<file path="src/rtl/spi_port_pkg.sv">
package spi_port_pkg;
  typedef enum logic {
    PH_CMD  = 1'b0,
    PH_DATA = 1'b1
  } phase_e;
endpackage

</file>
<file path="src/rtl/spi_port_sync.sv">
module spi_port_sync #(
  parameter int          WIDTH   = 3,
  parameter int          STAGES  = 2,
  parameter logic [WIDTH-1:0] RST_VAL = '0
) (
  input  logic             clk_i,
  input  logic             rst_ni,
  input  logic [WIDTH-1:0] d_i,
  output logic [WIDTH-1:0] q_o
);
  logic [STAGES-1:0][WIDTH-1:0] pipe_q;

  always_ff @(posedge clk_i or negedge rst_ni) begin
    if (!rst_ni) pipe_q <= {STAGES{RST_VAL}};
    else         pipe_q <= {pipe_q[STAGES-2:0], d_i};
  end

  assign q_o = pipe_q[STAGES-1];
endmodule

</file>
<file path="src/rtl/spi_port_edge.sv">
module spi_port_edge (
  input  logic clk_i,
  input  logic rst_ni,
  input  logic sck_i,
  output logic rise_o,
  output logic fall_o
);
  logic prev_q;

  always_ff @(posedge clk_i or negedge rst_ni) begin
    if (!rst_ni) prev_q <= 1'b0;
    else         prev_q <= sck_i;
  end

  assign rise_o = sck_i & ~prev_q;
  assign fall_o = ~sck_i & prev_q;
endmodule

</file>
<file path="src/rtl/spi_port_txsr.sv">
module spi_port_txsr #(
  parameter int DATA_W = 8
) (
  input  logic              clk_i,
  input  logic              rst_ni,
  input  logic              clear_i,
  input  logic              load_i,
  input  logic [DATA_W-1:0] din_i,
  input  logic              shift_i,
  output logic              miso_o
);
  logic [DATA_W-1:0] sr_q;
  logic              miso_q;

  always_ff @(posedge clk_i or negedge rst_ni) begin
    if (!rst_ni) begin
      sr_q   <= '0;
      miso_q <= 1'b0;
    end else if (clear_i) begin
      sr_q   <= '0;
      miso_q <= 1'b0;
    end else if (load_i) begin
      sr_q <= din_i;
    end else if (shift_i) begin
      miso_q <= sr_q[DATA_W-1];
      sr_q   <= {sr_q[DATA_W-2:0], 1'b0};
    end
  end

  assign miso_o = miso_q;

  // output quiet one cycle after select seen high
  a_r9_miso_quiet: assert property (@(posedge clk_i) disable iff (!rst_ni)
    clear_i |=> !miso_o);
endmodule

</file>
<file path="src/rtl/spi_port_ctrl.sv">
module spi_port_ctrl
  import spi_port_pkg::*;
#(
  parameter int ADDR_W = 6,
  parameter int DATA_W = 8
) (
  input  logic              clk_i,
  input  logic              rst_ni,
  input  logic              active_i,
  input  logic              rise_i,
  input  logic              mosi_i,
  output logic [ADDR_W-1:0] addr_o,
  output logic [DATA_W-1:0] wdata_o,
  output logic              we_o,
  output logic              load_o
);
  localparam int BIT_W   = $clog2(DATA_W);
  localparam int DIR_BIT = DATA_W - 1;
  localparam int INC_BIT = DATA_W - 2;
  localparam logic [BIT_W-1:0] LAST_BIT = BIT_W'(DATA_W - 1);

  phase_e            phase_q;
  logic [BIT_W-1:0]  bit_q;
  logic [DATA_W-1:0] sr_q;
  logic              wr_q, inc_q, we_q, adv_q, load_q;
  logic [ADDR_W-1:0] addr_q;
  logic [DATA_W-1:0] wdata_q;
  logic [DATA_W-1:0] next_byte;
  logic              byte_done;

  assign next_byte = {sr_q[DATA_W-2:0], mosi_i};
  assign byte_done = active_i & rise_i & (bit_q == LAST_BIT);

  always_ff @(posedge clk_i or negedge rst_ni) begin
    if (!rst_ni) begin
      phase_q <= PH_CMD;
      bit_q   <= '0;
      sr_q    <= '0;
      wr_q    <= 1'b0;
      inc_q   <= 1'b0;
      we_q    <= 1'b0;
      adv_q   <= 1'b0;
      load_q  <= 1'b0;
      addr_q  <= '0;
      wdata_q <= '0;
    end else begin
      we_q   <= 1'b0;
      adv_q  <= 1'b0;
      load_q <= 1'b0;
      if (adv_q) addr_q <= addr_q + 1'b1;
      if (!active_i) begin
        // partial byte dropped here
        phase_q <= PH_CMD;
        bit_q   <= '0;
      end else if (rise_i) begin
        sr_q  <= next_byte;
        bit_q <= byte_done ? '0 : bit_q + 1'b1;
        if (byte_done) begin
          if (phase_q == PH_CMD) begin
            wr_q    <= next_byte[DIR_BIT];
            inc_q   <= next_byte[INC_BIT];
            addr_q  <= next_byte[ADDR_W-1:0];
            phase_q <= PH_DATA;
            load_q  <= ~next_byte[DIR_BIT];
          end else if (wr_q) begin
            we_q    <= 1'b1;
            wdata_q <= next_byte;
            adv_q   <= inc_q;   // step after the strobe cycle
          end else begin
            if (inc_q) addr_q <= addr_q + 1'b1;
            load_q <= 1'b1;
          end
        end
      end
    end
  end

  assign addr_o  = addr_q;
  assign wdata_o = wdata_q;
  assign we_o    = we_q;
  assign load_o  = load_q;

  a_r3_one_cycle: assert property (@(posedge clk_i) disable iff (!rst_ni)
    we_o |=> !we_o);

  a_r11_write_only: assert property (@(posedge clk_i) disable iff (!rst_ni)
    we_o |-> (wr_q && phase_q == PH_DATA));

  a_r8_full_byte: assert property (@(posedge clk_i) disable iff (!rst_ni)
    we_o |-> ($past(bit_q) == LAST_BIT));

  a_r4_step: assert property (@(posedge clk_i) disable iff (!rst_ni)
    ($past(phase_q == PH_DATA) && $past(inc_q) && addr_q != $past(addr_q))
      |-> (addr_q == $past(addr_q) + ADDR_W'(1)));

  a_r5_hold: assert property (@(posedge clk_i) disable iff (!rst_ni)
    ($past(phase_q == PH_DATA) && phase_q == PH_DATA && !inc_q) |-> $stable(addr_q));
endmodule

</file>
<file path="src/rtl/spi_burst_port.sv">
module spi_burst_port #(
  parameter int ADDR_W      = 6,
  parameter int DATA_W      = 8,
  parameter int SYNC_STAGES = 2
) (
  input  logic              clk_i,
  input  logic              rst_ni,
  input  logic              sck_i,
  input  logic              mosi_i,
  input  logic              ss_ni,
  output logic              miso_o,
  output logic [ADDR_W-1:0] reg_addr_o,
  output logic [DATA_W-1:0] reg_wdata_o,
  output logic              reg_we_o,
  input  logic [DATA_W-1:0] reg_rdata_i
);
  logic [2:0] raw, synced;
  logic       sck_s, mosi_s, ss_s;
  logic       rise, fall, active, load;

  assign raw = {ss_ni, mosi_i, sck_i};
  assign {ss_s, mosi_s, sck_s} = synced;
  assign active = ~ss_s;

  spi_port_sync #(
    .WIDTH  (3),
    .STAGES (SYNC_STAGES),
    .RST_VAL(3'b100)
  ) u_sync (
    .clk_i (clk_i),
    .rst_ni(rst_ni),
    .d_i   (raw),
    .q_o   (synced)
  );

  spi_port_edge u_edge (
    .clk_i (clk_i),
    .rst_ni(rst_ni),
    .sck_i (sck_s),
    .rise_o(rise),
    .fall_o(fall)
  );

  spi_port_ctrl #(
    .ADDR_W(ADDR_W),
    .DATA_W(DATA_W)
  ) u_ctrl (
    .clk_i   (clk_i),
    .rst_ni  (rst_ni),
    .active_i(active),
    .rise_i  (rise),
    .mosi_i  (mosi_s),
    .addr_o  (reg_addr_o),
    .wdata_o (reg_wdata_o),
    .we_o    (reg_we_o),
    .load_o  (load)
  );

  spi_port_txsr #(
    .DATA_W(DATA_W)
  ) u_txsr (
    .clk_i  (clk_i),
    .rst_ni (rst_ni),
    .clear_i(~active),
    .load_i (load),
    .din_i  (reg_rdata_i),
    .shift_i(fall & active),
    .miso_o (miso_o)
  );
endmodule

</file>
<file path="config.mk">
export PLATFORM = sky130hd
export DESIGN_NAME = spi_burst_port
export DESIGN_NICKNAME = d
export VERILOG_FILES = /design/src/rtl/spi_port_pkg.sv /design/src/rtl/spi_port_sync.sv /design/src/rtl/spi_port_edge.sv /design/src/rtl/spi_port_txsr.sv /design/src/rtl/spi_port_ctrl.sv /design/src/rtl/spi_burst_port.sv
export SDC_FILE = /design/constraint.sdc
export NUM_CORES = 1
export LEC_CHECK = 0
export ABC_AREA = 0
export BUFFER_PORTS_ARGS = -buffer_cell sky130_fd_sc_hd__buf_2
export CAP_MARGIN = 10
export CELL_PAD_IN_SITES_DETAIL_PLACEMENT = 1
export CELL_PAD_IN_SITES_GLOBAL_PLACEMENT = 1
export CORE_MARGIN = 2
export CORE_UTILIZATION = 45
export DETAILED_ROUTE_END_ITERATION = 6
export PLACE_DENSITY_LB_ADDON = 0.1
export SLEW_MARGIN = 25
export SYNTH_ARGS = -nofsm -noshare
export SYNTH_HDL_FRONTEND = slang
export SYNTH_HIERARCHICAL = 1
export SYNTH_SLANG_ARGS = --single-unit
</file>
<file path="constraint.sdc">
create_clock -name clk_i -period 5.6 [get_ports clk_i]
set_input_delay 0.84 -clock clk_i [delete_from_list [all_inputs] [get_ports clk_i]]
set_output_delay 0.84 -clock clk_i [all_outputs]
set_load 0.01 [all_outputs]
</file>
======== After elaboration in Yosys (flattened, before gate mapping) ========
Index checks and enable logic that the tools add are counted.
storage, ports and cells
  register bits ........................... 46
  input bits .............................. 13
  output and inout bits ................... 16
  word-level logic and storage cells ...... 72
cells by class
  add/sub/neg operators ................... 2
  equal/unequal tests ..................... 2
  mux-type cells .......................... 34
  bitwise logic cells ..................... 10
  reductions and logical operators ........ 9
operators by type and width
  operator                                                       number
  6-bit two-way mux                                              7
  8-bit two-way mux                                              3
  1-bit two-way mux                                              21
  3-bit two-way mux                                              3
  6-bit by 1-bit adder with 6-bit output, second input constant  1
  2-bit AND reduction                                            3
  2-bit nonzero test                                             3
  1-bit AND                                                      5
  1-bit inverter                                                 5
  5-bit AND reduction                                            1
  4-bit AND reduction                                            1
  3-bit by 1-bit adder with 3-bit output, second input constant  1
  3-bit equality test, second input constant                     1
  3-bit nonzero test                                             1
  2-bit inequality test, second input constant                   1

======== Logic depth before layout (Yosys ltp) ========
Gate-level depths: netlist of the first run.
  depth in word-level cells ............... 8
  gate-level depth with buffers ........... 8

======== Modules after synthesis ========
The synthesis of the first run kept the hierarchy.
by module, submodules not included
  module          times used  cells an instance  area an instance (um2)  sequential area each (um2)
  spi_port_ctrl   1           114                1,428.9                 750.7
  spi_port_txsr   1           39                 485.5                   225.2
  spi_port_sync   1           9                  175.2                   152.6
  spi_port_edge   1           3                  40.0                    25.0
  spi_burst_port  1           2                  10.0                    0.0

======== Worst setup path after synthesis of the first run ========
OpenSTA, ideal clock, no wires.
  kind .................................... register -> register
  from .................................... reg u_ctrl.bit_q[0]
  to ...................................... reg u_ctrl.wdata_q[0], in the netlist u_ctrl/wdata_o[0]
  setup time .............................. 0.125 ns
  arrival ................................. 1.661 ns
  path slack .............................. 3.814 ns
  stages on the path, launching flop included .. 8
  path buffers ............................ 2
  period minus slack after synthesis ...... 1.786 ns
  path through ............................ dfrtp_1 ha_1 ha_1 and3_1 buf_4 and3_1 buf_6 mux2_4
between the ends
  longest elaborated chain between the ends .. 3
RTL lines
  item                                  RTL line             RTL
  start, declared                       spi_port_ctrl.sv:23  logic [BIT_W-1:0] bit_q;
  start signal, assigned                spi_port_ctrl.sv:57  bit_q <= byte_done ? '0 : bit_q + 1'b1;
  3-bit equality test                   spi_port_ctrl.sv:32  assign byte_done = active_i & rise_i & (bit_q == LAST_BIT);
  1-bit AND                             spi_port_ctrl.sv:32
  5-bit AND reduction (no source line)  n/a
  end signal, assigned                  spi_port_ctrl.sv:67  wdata_q <= next_byte;
  end, declared                         spi_port_ctrl.sv:27  logic [DATA_W-1:0] wdata_q;
Every way passes these cells.
A chain may end at the register's enable or synchronous reset.

======== Final worst setup path of the first run ========
  from .................................... reg u_sync.pipe_q, in the netlist u_sync/q_o[0]
  to ...................................... reg u_ctrl.wdata_q[6], in the netlist u_ctrl/wdata_o[6]
between the ends
  longest elaborated chain between the ends .. 4
RTL lines
  item                                      RTL line              RTL
  start, declared                           spi_port_sync.sv:11   logic [STAGES-1:0][WIDTH-1:0] pipe_q;
  start signal, assigned                    spi_port_sync.sv:14   if (!rst_ni) pipe_q <= {STAGES{RST_VAL}};
  start signal, assigned                    spi_port_sync.sv:15   else pipe_q <= {pipe_q[STAGES-2:0], d_i};
  1-bit AND (*)                             spi_port_edge.sv:15   assign rise_o = sck_i & ~prev_q;
  via rise                                  spi_burst_port.sv:19  logic rise, fall, active, load;
  1-bit AND (2 in a row)                    spi_port_ctrl.sv:32
  5-bit AND reduction (no source line) (*)  n/a
Mark *: on every way through the listed nets, which the timed path passes. The rest lies on a longest branch.

==> results of run 1 <==
==> sequential cells by signal, indices dropped and copies added (netlist names), 3 cells and up <==
name / flops
u_ctrl/wdata_o: 8
u_txsr/sr_q: 8
u_ctrl/sr_q: 7
u_ctrl/addr_o: 6
u_ctrl/bit_q: 3
u_sync/pipe_q: 3
u_sync/q_o: 3
==> worst paths after layout <==
check / from / endpoint / slack [ns] / cells past startpoint
setup / recovery: u_sync/q_o[0] / u_ctrl/wdata_o[6] / 3.38 / 4
hold / removal: u_sync/pipe_q[0] / u_sync/q_o[0] / 0.36 / 0
setup reg to reg: u_sync/q_o[0] / u_ctrl/wdata_o[6] / 3.38 / 4
hold reg to reg: u_sync/pipe_q[0] / u_sync/q_o[0] / 0.36 / 0
max in group asynchronous: rst_ni / u_ctrl/addr_o[3] / 4.66 / 1
min in group asynchronous: rst_ni / u_sync/pipe_q[0] / 0.53 / 1
==> cell families (layout without fill, tap and decap cells) <==
| kind of cell | after synthesis | count (layout) | synth area share (%) |
|---|---|---|---|
| buffers and inverters | 17 | 40 | 4.97 |
| xor gates and xnor gates | 1 | 1 | 0.409 |
| DFF | 46 | 46 | 53.9 |
| AOI/OAI and AO/OA | 20 | 20 | 6.90 |
| and+or+nand+nor | 45 | 45 | 11.6 |
| muxes | 35 | 35 | 20.4 |
| adders and majority gates | 3 | 3 | 1.75 |
==> metal layers <==
layer  track usage (%)  part of all wire [%]  vias to the layer above
met4              7.41                   1.1                        0
met5                 0                     0                        -
met3              3.04                   2.6                        4
li1                  -                     -                      629
met2              27.2                    50                       19
met1              22.4                    46                      671
==> cell usage in the layout (no fill, tap or decap), drive strengths merged, types with 3 or more instances in the layout <==
cell / count
ha: 3
nand2: 7
buf: 28
nand2b: 4
nand3: 6
inv: 4
clkbuf: 5
a21oi: 4
mux2i: 11
dfrtp: 44
mux2: 24
and3: 3
nor2b: 6
nor2: 10
==> worst max-delay path: stages (launching register included) <==
cell and delay, ns:
sky130_fd_sc_hd__dfrtp_1 0.36, sky130_fd_sc_hd__nor2b_1 0.44, sky130_fd_sc_hd__and3_1 0.38, sky130_fd_sc_hd__and3_1 0.58, sky130_fd_sc_hd__mux2_4 0.35
==> cell type report <==
cell class	instances	area share (%)
clock buffer	5	2.90
clock inverter	3	1.69
inverter	4	0.634
multi-input combinational	104	37.2
sequential	46	48.7
tap	54	2.85
timing repair buffer	28	6.02
==> report_power, final <==
group	switching, mW	internal (mW)	total, mW
Combinational	0.0174	0.0252	0.0426
Sequential	0.0300	0.356	0.386
Clock	0.105	0.131	0.236
==> metrics by stage <==
step / util [%] / setup WS, ns / area (µm²) / instances
6_report: 50.8 / 3.38 / 2370 / 244
3_3_place_gp: 48.4 / 3.44 / 2260 / 236
3_5_place_dp: 48.4 / 3.35 / 2260 / 236
5_1_grt: 50.8 / 3.17 / 2370 / 244
2_1_floorplan: - / 3.81 / 2140 / 167
4_1_cts: 50.7 / 3.34 / 2360 / 244
==> metrics.log, run 1 <==
INFO  metric timing.slew.headroom = between 60% and 70%
INFO  metric grt.total_usage = between 10% and 20%
INFO  metric synth.cell_area = 2140 µm²
INFO  metric grt_antenna_before_repair = 0
INFO  metric chipHeight = roughly 73 µm
INFO  metric cellPowerDensity = around 280 nW/µm²
INFO  metric root_buffer = sky130_fd_sc_hd__clkbuf_8
INFO  metric fin_nets = 205
INFO  metric cts_num_sinks = 46
INFO  metric routed_wire_length_per_instance = between 15 and 20 µm
INFO  metric cts_htree_levels = 2
INFO  metric post_cts_resize_count = 0
INFO  metric final_hold_viol_count = 0
INFO  metric hp-class = register to register
INFO  metric flow.area_growth_from_synthesis = 10.8%
INFO  metric remaining_drc_errors = 0
INFO  metric cts_tree = built
INFO  metric n_antenna_cell = 0
INFO  metric worst-path-max-fanout = 10
INFO  metric max-vdd-ir-drop = 0.235 mV
INFO  metric netlist_top_cells_area = sky130_fd_sc_hd__dfrtp_1 (51%), sky130_fd_sc_hd__mux2_4 (11%), sky130_fd_sc_hd__mux2i_1 (5.1%)
INFO  metric route.vias.total = 1323
INFO  metric timing.max_cap.violations = 0
INFO  metric post_route_cells_drive_above_1_share = a little over a third
INFO  metric tritoncts.num_buffers = 5
INFO  metric synth.ff_latch_count = 46
INFO  metric syn-instance-count = 167
INFO  metric via_count_of_the_first_global_routing_pass = ~1400
INFO  metric floorplan.rows = 25
INFO  metric final_clock_period_utilization_by_the_worst_path = 39.7%
INFO  metric cp-end-kind = register
INFO  metric unrepaired_setup_endpoints_after_global_routing = no
INFO  metric netlist_top_cells_count = sky130_fd_sc_hd__dfrtp_1 (44), sky130_fd_sc_hd__mux2_4 (15), sky130_fd_sc_hd__mux2i_1 (11)
INFO  metric floorplan.die.width = 73.0 µm
INFO  metric globalplace.congestion = 0.742
INFO  metric critical_path_class = register to register
INFO  metric antenna_left = 0
INFO  metric outcome = finished clean
INFO  metric post_cts_hold_buffer_count = 0
INFO  metric async_reset_ff_share = 100%
INFO  metric sequential_cell_area = around 1200 µm²
INFO  metric report.power.total = 0.665 mW
INFO  metric ys_warn_count = 6
INFO  metric multi_input_comb_area = 882 µm²
INFO  metric drt_iter0_drc = 56
INFO  metric synth_top_flop_cell = sky130_fd_sc_hd__dfrtp_1
INFO  metric max_freq = 450 MHz
INFO  metric most_instantiated_library_cell_after_synthesis = sky130_fd_sc_hd__dfrtp_1
INFO  metric period_minus_slack = between 2 and 2.5 ns
INFO  metric worstSkewPairLatency = 0.29 ns
INFO  metric place.port_buffers = 28
INFO  metric fillCellCount = 491
INFO  metric grt_start_max_net_pins = 47
INFO  metric post-synth-top-area-cell = sky130_fd_sc_hd__dfrtp_1
INFO  metric post-synth-top-area-fraction = 51.5%
INFO  metric ys_types = 42
INFO  metric clk_path_buf_depth = 2
INFO  metric path_clk_slew = 0.08 ns
INFO  metric wire_length_of_the_first_global_routing_pass = 6.78 mm
INFO  metric number_of_enable_type_register_cells_in_the_synthesized_netlist = 0
INFO  metric routed_via_density = 5.42
INFO  metric worst_ep_arrival_time = between 2 and 2.5 ns
INFO  metric post_synth.cell_area_avg = 12.8 µm²
INFO  metric core = 4660 µm²
INFO  metric final-setup-viol-count = 0
INFO  metric drt_pass1_iterations = 4
INFO  metric final_max_slew_viol_count = 0
INFO  metric overflow = 0
INFO  metric dpl.hpwl = 2.86 mm
INFO  metric timing.hold.ws = 0.360 ns
INFO  metric synth.net_count = 183
INFO  metric worst-slew-pin-transition = between 0.5 and 0.6 ns
INFO  metric totalNegativeSetupSlack = 0 ns
INFO  metric fin_skew = 0.00321 ns
INFO  metric seq_area_frac_synth = between 50% and 60%
INFO  metric start_util = 45.9%
INFO  metric worst-endpoint-required = 5.78 ns
INFO  metric p_leak = roughly 1.2 nW
INFO  metric worst_setup_path_start_kind = register
INFO  metric postCtsSetupBuffers = 0
INFO  metric num_io_pins = 29
INFO  metric design.die.area = 5320 µm²
INFO  metric route.final.wire_length = 3.99 mm
No activity file was read; power rests on OpenSTA's default activity.
==> run 2: changes to the inputs <==
- ABC_AREA: 0 -> 1
- CORE_UTILIZATION: 45 -> 39
- clock period: 5.6 -> 2 ns (I/O delays scaled with it)
==> run 2 against run 1 <==
- clock skew is 0.0055 ns higher
- synthesized cell count increased by 43%
- count of clock-buffer cells in the layout increased by 1
- die area is 17% higher
- routed wire length up 15%
- via count grew 24%
- critical path depth increased by 2
- first-iteration DRC count grew 7.1%
- register-to-register slack worse by 3.2 ns
- critical path type unchanged
- largest power group unchanged
- highest routed layer unchanged
==> metrics.log, run 2 <==
INFO  metric netlist_top_cells_area = sky130_fd_sc_hd__dfrtp_1 (50%), sky130_fd_sc_hd__nand2_1 (12%), sky130_fd_sc_hd__inv_1 (4.3%) (was sky130_fd_sc_hd__dfrtp_1 (51%), sky130_fd_sc_hd__mux2_4 (11%), sky130_fd_sc_hd__mux2i_1 (5.1%))
INFO  metric grt_busiest_layer = met2 (unchanged)
INFO  metric worst_setup_path_start_kind = register (unchanged)
INFO  metric routed_via_density = 4.82 (was 5.42)
INFO  metric timing.slew.headroom = 60.8% (was 60.6%)
INFO  metric drt_pass1_iterations = 4 (unchanged)
INFO  metric post_route_cells_drive_above_1_share = 24.3% (was 35.3%)
INFO  metric timing.max_cap.violations = 0 (unchanged)
INFO  metric period_minus_slack = 1.78 ns (was 2.22 ns)
INFO  metric final_max_slew_viol_count = 0 (unchanged)
INFO  metric routed_wire_length_per_instance = 13.6 µm (was 16.3 µm)
INFO  metric cellPowerDensity = 732 nW/µm² (was 281 nW/µm²)
INFO  metric globalplace.congestion = 0.744 (was 0.742)
INFO  metric met2_usage = 25.4% (was 27.2%)
INFO  metric post_cts_resize_count = 0 (unchanged)
INFO  metric fin_skew = 0.00868 ns (was 0.00321 ns)
INFO  metric final_cell_mix = sky130_fd_sc_hd__nand2_1 (67), sky130_fd_sc_hd__dfrtp_1 (44), sky130_fd_sc_hd__buf_2 (28), sky130_fd_sc_hd__inv_1 (25), sky130_fd_sc_hd__nand3_1 (17) (was sky130_fd_sc_hd__dfrtp_1 (44), sky130_fd_sc_hd__buf_2 (27), sky130_fd_sc_hd__mux2_4 (15), sky130_fd_sc_hd__mux2i_1 (11))
INFO  metric post-synth-top-area-cell = sky130_fd_sc_hd__dfrtp_1 (unchanged)
INFO  metric seq_area_frac_synth = 52.9% (was 53.9%)
INFO  metric syn-instance-count = 238 (was 167)
INFO  metric cts_num_sinks = 46 (unchanged)
INFO  metric worst-slew-pin-transition = 0.588 ns (was 0.589 ns)
INFO  metric max-vdd-ir-drop = 0.364 mV (was 0.235 mV)
INFO  metric route.final.wire_length = 4.60 mm (was 3.99 mm)
INFO  metric design.die.area = 6210 µm² (was 5320 µm²)
INFO  metric post-synth-top-area-fraction = 50.5% (was 51.5%)
INFO  metric drt_iter0_drc = 60 (was 56)
INFO  metric final-setup-viol-count = 0 (unchanged)
INFO  metric commonest_non_fill_non_tap_cell_in_the_layout = sky130_fd_sc_hd__nand2_1 (was sky130_fd_sc_hd__dfrtp_1)
INFO  metric core = 5440 µm² (was 4660 µm²)
INFO  metric netlist_top_cells_count = sky130_fd_sc_hd__nand2_1 (67), sky130_fd_sc_hd__dfrtp_1 (44), sky130_fd_sc_hd__inv_1 (25) (was sky130_fd_sc_hd__dfrtp_1 (44), sky130_fd_sc_hd__mux2_4 (15), sky130_fd_sc_hd__mux2i_1 (11))
INFO  metric post_synth.cell_area_avg = 9.16 µm² (was 12.8 µm²)
INFO  metric overflow = 0 (unchanged)
INFO  metric final_hold_viol_count = 0 (unchanged)
INFO  metric number_of_enable_type_register_cells_in_the_synthesized_netlist = 0 (unchanged)
INFO  metric final_clock_period_utilization_by_the_worst_path = 89.1% (was 39.7%)
INFO  metric clk_path_buf_depth = 2 (unchanged)
INFO  metric via_count_of_the_first_global_routing_pass = 1696 (was 1384)
INFO  metric cts_htree_levels = 2 (unchanged)
INFO  metric globalRouteMet1Util = 24.2% (was 22.4%)
INFO  metric fin_nets = 282 (was 205)
INFO  metric ys_warn_count = 6 (unchanged)
INFO  metric p_leak = 1.31 nW (was 1.17 nW)
INFO  metric outcome = finished clean (unchanged)
INFO  metric floorplan.rows = 27 (was 25)
INFO  metric cts_tree = built (unchanged)
INFO  metric hp-class = input pin to asynchronous set/reset pin (was register to register)
INFO  metric worst-endpoint-required = 2.18 ns (was 5.78 ns)
INFO  metric most_instantiated_library_cell_after_synthesis = sky130_fd_sc_hd__nand2_1 (was sky130_fd_sc_hd__dfrtp_1)
INFO  metric max_freq = 561 MHz (was 450 MHz)
INFO  metric ys_types = 33 (was 42)
INFO  metric tritoncts.num_buffers = 5 (unchanged)
INFO  metric report.power.total = 1.79 mW (was 0.665 mW)
INFO  metric remaining_drc_errors = 0 (unchanged)
INFO  metric num_io_pins = 29 (unchanged)
INFO  metric unrepaired_setup_endpoints_after_global_routing = no (unchanged)
INFO  metric post_cts_hold_buffer_count = 0 (unchanged)
INFO  metric totalNegativeSetupSlack = 0 ns (unchanged)
INFO  metric path_clk_slew = 0.09 ns (was 0.08 ns)
INFO  metric async_reset_ff_share = 100% (unchanged)
INFO  metric synth.cell_area = 2180 µm² (was 2140 µm²)
INFO  metric synth.ff_latch_count = 46 (unchanged)
INFO  metric antenna_left = 0 (unchanged)
INFO  metric fillCellCount = 673 (was 491)
INFO  metric start_util = 40.1% (was 45.9%)
INFO  metric floorplan.die.width = 78.8 µm (was 73.0 µm)
INFO  metric postCtsSetupBuffers = 0 (unchanged)
INFO  metric synth.net_count = 254 (was 183)
INFO  metric flow.area_growth_from_synthesis = 12.3% (was 10.8%)
INFO  metric worstSkewPairLatency = 0.30 ns (was 0.29 ns)
INFO  metric grt.total_usage = 16.7% (was 16.9%)
INFO  metric n_antenna_cell = 0 (unchanged)
INFO  metric grt_start_max_net_pins = 47 (unchanged)
INFO  metric worst-path-max-fanout = 14 (was 10)
INFO  metric chipHeight = 78.8 µm (was 73.0 µm)
INFO  metric synth_top_flop_cell = sky130_fd_sc_hd__dfrtp_1 (unchanged)
INFO  metric root_buffer = sky130_fd_sc_hd__clkbuf_8 (unchanged)
INFO  metric globalRouteMet3Util = 3.18% (was 3.04%)
INFO  metric dpl.hpwl = 3.34 mm (was 2.86 mm)
INFO  metric route.vias.total = 1635 (was 1323)
INFO  metric place.port_buffers = 28 (unchanged)
INFO  metric grt_antenna_before_repair = 0 (unchanged)
INFO  metric cp-end-kind = register (unchanged)
INFO  metric critical_path_class = register to register (unchanged)
INFO  metric placed_cell_area = 2340 µm² (was 2260 µm²)
INFO  metric wire_length_of_the_first_global_routing_pass = 8.06 mm (was 6.78 mm)
INFO  metric worst_ep_arrival_time = 1.96 ns (was 2.40 ns)
INFO  metric postLayoutCellArea = 2450 µm² (was 2370 µm²)
-- run 2: cell types whose count changed after synthesis, moves of 6 or more --
cell                      before  now
sky130_fd_sc_hd__nand3_1       5   17
sky130_fd_sc_hd__o21ai_0       2   13
sky130_fd_sc_hd__nand2_1       7   67
sky130_fd_sc_hd__nor2b_1       6    0
sky130_fd_sc_hd__mux2i_1      11    0
sky130_fd_sc_hd__inv_1         4   25
sky130_fd_sc_hd__mux2_4       15    0
-- run 2: final timing paths --
check                                      start                end  slack (ns)  cells past startpoint
worst min register to register  u_sync/pipe_q[0]      u_sync/q_o[0]        0.35                      0
worst max-delay path               u_edge/prev_q  u_ctrl/wdata_o[7]        0.22                      6
max in group asynchronous                 rst_ni   u_ctrl/addr_o[5]        1.52                      2
worst min-delay path                      rst_ni   u_sync/pipe_q[1]        0.08                      2
min in group clk_i                         ss_ni   u_sync/pipe_q[2]        0.10                      1
worst max register to register     u_edge/prev_q  u_ctrl/wdata_o[7]        0.22                      6
-- run 2: cell type report --
class | count | area (µm²) | share of cell area (%)
multi-input combinational | 155 | 830 | 33.9
inverter | 29 | 119 | 4.85
tap | 72 | 90.1 | 3.68
timing repair buffer | 29 | 148 | 6.03
sequential | 46 | 1150 | 47.1
clock buffer | 6 | 72.6 | 2.96
clock inverter | 2 | 37.5 | 1.53
-- run 2: metal layers --
metal | share of wire, % | vias to the layer above
met4 | 1.0 | 0
met5 | 0 | -
li1 | - | 816
met3 | 3.1 | 5
met2 | 44 | 20
met1 | 52 | 794
-- run 2: where the power goes --
part / switching, mW / internal, mW
logic: 0.0755 / 0.0309
clock network: 0.313 / 0.373
registers: 0.0310 / 0.971
-- run 2: through the flow --
stage               util [%]  instances  hold WS, ns  setup slack (ns)
finish                  45.0        339       0.0786             0.218
global route            45.0        339       0.0894            0.0759
CTS                     45.0        339       0.0889             0.195
detailed placement      43.0        331        0.336             0.242
global placement        43.0        331        0.337             0.313
floorplan                  -        238      0.00441             0.507
-- run 2: logic make-up after synthesis --
logic type	Yosys count	share of synthesized area [%]
adders and majority gates	3	1.72
muxes	4	2.07
xor gates and xnor gates	1	0.402
AOI/OAI and AO/OA	35	10.4
buffers and inverters	37	9.06
DFF	46	52.9
and+or+nand+nor	112	23.4
-- run 2: critical path, stage by stage (launching register included) --
cell and delay [ns]:
sky130_fd_sc_hd__dfrtp_1 0.40, sky130_fd_sc_hd__nor2_1 0.19, sky130_fd_sc_hd__nand2_2 0.22, sky130_fd_sc_hd__nor2_8 0.21
sky130_fd_sc_hd__inv_6 0.07, sky130_fd_sc_hd__nor2_8 0.22, sky130_fd_sc_hd__mux2_2 0.36
==> run 3: changes to the inputs <==
- GPL_TIMING_DRIVEN: unset -> 0
- clock period: 2 -> 1.45 ns (I/O delays scaled with it)
==> run 3 against run 2 <==
- power increased by 30%
- non-clock buffer count is 16 higher
- design area up 8.1%
- register-to-register slack worse by 0.28 ns
- critical endpoint is now u_ctrl/wdata_o[4]
- the flow now finishes with violations (setup timing)
- largest power group unchanged
==> metrics.log, run 3 (synthesis results as in run 2) <==
INFO  metric floorplan.die.width = 78.8 µm (unchanged)
INFO  metric final-setup-viol-count = 9 (was 0)
INFO  metric max_freq = 661 MHz (was 561 MHz)
INFO  metric start_util = 40.1% (unchanged)
INFO  metric route.vias.total = 1700 (was 1635)
INFO  metric grt.total_usage = 17.1% (was 16.7%)
INFO  metric unrepaired_setup_endpoints_after_global_routing = yes (was no)
INFO  metric clk_path_buf_depth = 2 (unchanged)
INFO  metric max-vdd-ir-drop = 0.602 mV (was 0.364 mV)
INFO  metric n_antenna_cell = 0 (unchanged)
INFO  metric cts_htree_levels = 2 (unchanged)
INFO  metric swShare = 25.5% (was 23.4%)
INFO  metric flow.area_growth_from_synthesis = 21.4% (was 12.3%)
INFO  metric p_leak = 1.41 nW (was 1.31 nW)
INFO  metric outcome = finished, violations left (was finished clean)
INFO  metric place.port_buffers = 28 (unchanged)
INFO  metric place_ws = -0.140 ns (was 0.242 ns)
INFO  metric antenna_left = 0 (unchanged)
INFO  metric fin_nets = 298 (was 282)
INFO  metric hp-class = input pin to register (was input pin to asynchronous set/reset pin)
INFO  metric route.final.wire_length = 4.70 mm (was 4.60 mm)
INFO  metric worst-path-max-fanout = 5 (was 14)
INFO  metric critical_path_class = register to register (unchanged)
INFO  metric cellPowerDensity = 880 nW/µm² (was 732 nW/µm²)
INFO  metric root_buffer = sky130_fd_sc_hd__clkbuf_8 (unchanged)
INFO  metric overflow = 0 (unchanged)
INFO  metric intPower = 1.74 mW (was 1.37 mW)
INFO  metric post_route_cells_drive_above_1_share = 31.8% (was 24.3%)
INFO  metric wire_length_of_the_first_global_routing_pass = 8.38 mm (was 8.06 mm)
INFO  metric dpl.hpwl = 3.35 mm (was 3.34 mm)
INFO  metric worstSkewPairLatency = 0.30 ns (about the same)
INFO  metric cts_num_sinks = 46 (unchanged)
INFO  metric commonest_non_fill_non_tap_cell_in_the_layout = sky130_fd_sc_hd__nand2_1 (unchanged)
INFO  metric drt_pass1_iterations = 4 (unchanged)
INFO  metric timing.final.ws_setup = -0.0619 ns (was 0.218 ns)
INFO  metric timing.slew.headroom = 60.8% (about the same)
INFO  metric period_minus_slack = 1.51 ns (was 1.78 ns)
INFO  metric worst_setup_path_start_kind = register (unchanged)
INFO  metric floorplan.rows = 27 (unchanged)
INFO  metric num_io_pins = 29 (unchanged)
INFO  metric worst_ep_arrival_time = 1.70 ns (was 1.96 ns)
INFO  metric worst-slew-pin-transition = 0.587 ns (was 0.588 ns)
INFO  metric grt_antenna_before_repair = 0 (unchanged)
INFO  metric failed_checks = setup timing
INFO  metric remaining_drc_errors = 0 (unchanged)
INFO  metric core = 5440 µm² (unchanged)
INFO  metric sequential_power_share = 59.4% (was 55.8%)
INFO  metric path_clk_slew = 0.09 ns (about the same)
INFO  metric via_count_of_the_first_global_routing_pass = 1801 (was 1696)
INFO  metric final_max_slew_viol_count = 0 (unchanged)
INFO  metric design.die.area = 6210 µm² (unchanged)
INFO  metric p_comb_share = 6.9% (was 5.9%)
INFO  metric clock_network_power_share = 33.7% (was 38.2%)
INFO  metric worst-endpoint-required = 1.64 ns (was 2.18 ns)
INFO  metric drt_iter0_drc = 62 (was 60)
INFO  metric fillCellCount = 660 (was 673)
INFO  metric timing.max_cap.violations = 0 (unchanged)
INFO  metric globalplace.congestion = 0.755 (was 0.744)
INFO  metric chipHeight = 78.8 µm (unchanged)
INFO  metric cts_tree = built (unchanged)
INFO  metric fin_skew = 0.00245 ns (was 0.00868 ns)
INFO  metric layoutNonFillerInstCount = 355 (was 339)
INFO  metric routed_via_density = 4.79 (was 4.82)
INFO  metric routed_wire_length_per_instance = 13.2 µm (was 13.6 µm)
INFO  metric timing.hold.ws = 0.0196 ns (was 0.0786 ns)
INFO  metric tritoncts.num_buffers = 5 (unchanged)
INFO  metric grt_start_max_net_pins = 47 (unchanged)
INFO  metric final_hold_viol_count = 0 (unchanged)
INFO  metric power_switching = 0.593 mW (was 0.419 mW)
INFO  metric cp-end-kind = register (unchanged)
INFO  metric dpl.cell_count = 338 (was 331)
INFO  metric final_clock_period_utilization_by_the_worst_path = 104% (was 89.1%)
INFO  metric final_cell_mix = sky130_fd_sc_hd__nand2_1 (67), sky130_fd_sc_hd__dfrtp_1 (44), sky130_fd_sc_hd__buf_2 (27), sky130_fd_sc_hd__inv_1 (22), sky130_fd_sc_hd__nand3_1 (17) (was sky130_fd_sc_hd__nand2_1 (67), sky130_fd_sc_hd__dfrtp_1 (44), sky130_fd_sc_hd__buf_2 (28), sky130_fd_sc_hd__inv_1 (25), sky130_fd_sc_hd__nand3_1 (17))
-- run 3: cell types whose count changed in the layout (fill, tap and decap cells not counted), moves of 3 or more --
cell / change
sky130_fd_sc_hd__buf_4: +9
sky130_fd_sc_hd__nor2_2: +4
sky130_fd_sc_hd__mux2_2: -3
sky130_fd_sc_hd__mux2_4: +3
sky130_fd_sc_hd__inv_1: -3
sky130_fd_sc_hd__buf_8: +3
sky130_fd_sc_hd__nor2_1: -5
-- run 3: timing repair --
item	in CTS	in global routing
resized for setup	6	7
hold buffers	2	0
pin swaps	3	6
cloned	0	0
hold endpoints to repair	45	0
setup buffers	6	2
setup endpoints to repair	14	21
-- run 3: layout make-up --
type                            count  area [µm²]  share of cell area (%)
Multi-Input combinational cell    155         893                    33.7
Clock buffer                        6        72.6                    2.74
Buffer                              7        80.1                    3.02
Clock inverter                      2        13.8                   0.520
Timing Repair Buffer               38         223                    8.41
Inverter                           29         121                    4.58
Sequential cell                    46        1150                    43.6
Tap cell                           72        90.1                    3.40
-- run 3: metal layers --
metal | track usage (%) | wire (µm) | up-vias
met5 | 0 | 0 | -
met4 | 5.96 | 89 | 0
met3 | 3.18 | 138 | 8
met2 | 30.8 | 2430 | 22
met1 | 20.5 | 2040 | 823
li1 | - | - | 847
-- run 3: power by group through the flow --
stage / Sequential (mW) / Clock (mW) / Combinational, mW
CTS: 1.38 / 0.822 / 0.166
global route: 1.39 / 0.873 / 0.189
global placement: 1.40 / 0 / 0.153
detailed placement: 1.40 / 0 / 0.160
finish: 1.38 / 0.786 / 0.161
floorplan: 1.39 / 0 / 0.0896
-- run 3: worst max-delay path, stage by stage, from the launching register on --
cell and delay (ns):
sky130_fd_sc_hd__dfrtp_1 0.40, sky130_fd_sc_hd__ha_4 0.16, sky130_fd_sc_hd__ha_4 0.14, sky130_fd_sc_hd__inv_4 0.04, sky130_fd_sc_hd__nor2_8 0.12, sky130_fd_sc_hd__inv_6 0.06, sky130_fd_sc_hd__nor2_8 0.17, sky130_fd_sc_hd__mux2_4 0.31
-- run 3: final timing paths --
path	start	end	slack, ns	depth (start not counted)
max in group asynchronous	rst_ni	u_ctrl/load_o	0.59	2
min	mosi_i	u_sync/pipe_q[1]	0.02	1
min reg2reg	u_sync/pipe_q[0]	u_sync/q_o[0]	0.36	0
max reg2reg	u_ctrl/bit_q[0]	u_ctrl/wdata_o[4]	-0.06	7
min in group asynchronous	rst_ni	u_sync/pipe_q[0]	0.47	2
max	u_ctrl/bit_q[0]	u_ctrl/wdata_o[4]	-0.06	7
-- run 3: stage by stage --
step | TNS (ns) | power [mW] | cell area (µm²) | util (%)
after global routing | -1.13 | 2.46 | 2650 | 48.7
final | -0.201 | 2.33 | 2650 | 48.7
after global placement | -0.832 | 1.55 | 2440 | 44.8
after floorplan | 0 | 1.48 | 2210 | -
after CTS | -0.266 | 2.37 | 2620 | 48.1
after detailed placement | -1.11 | 1.56 | 2440 | 44.9
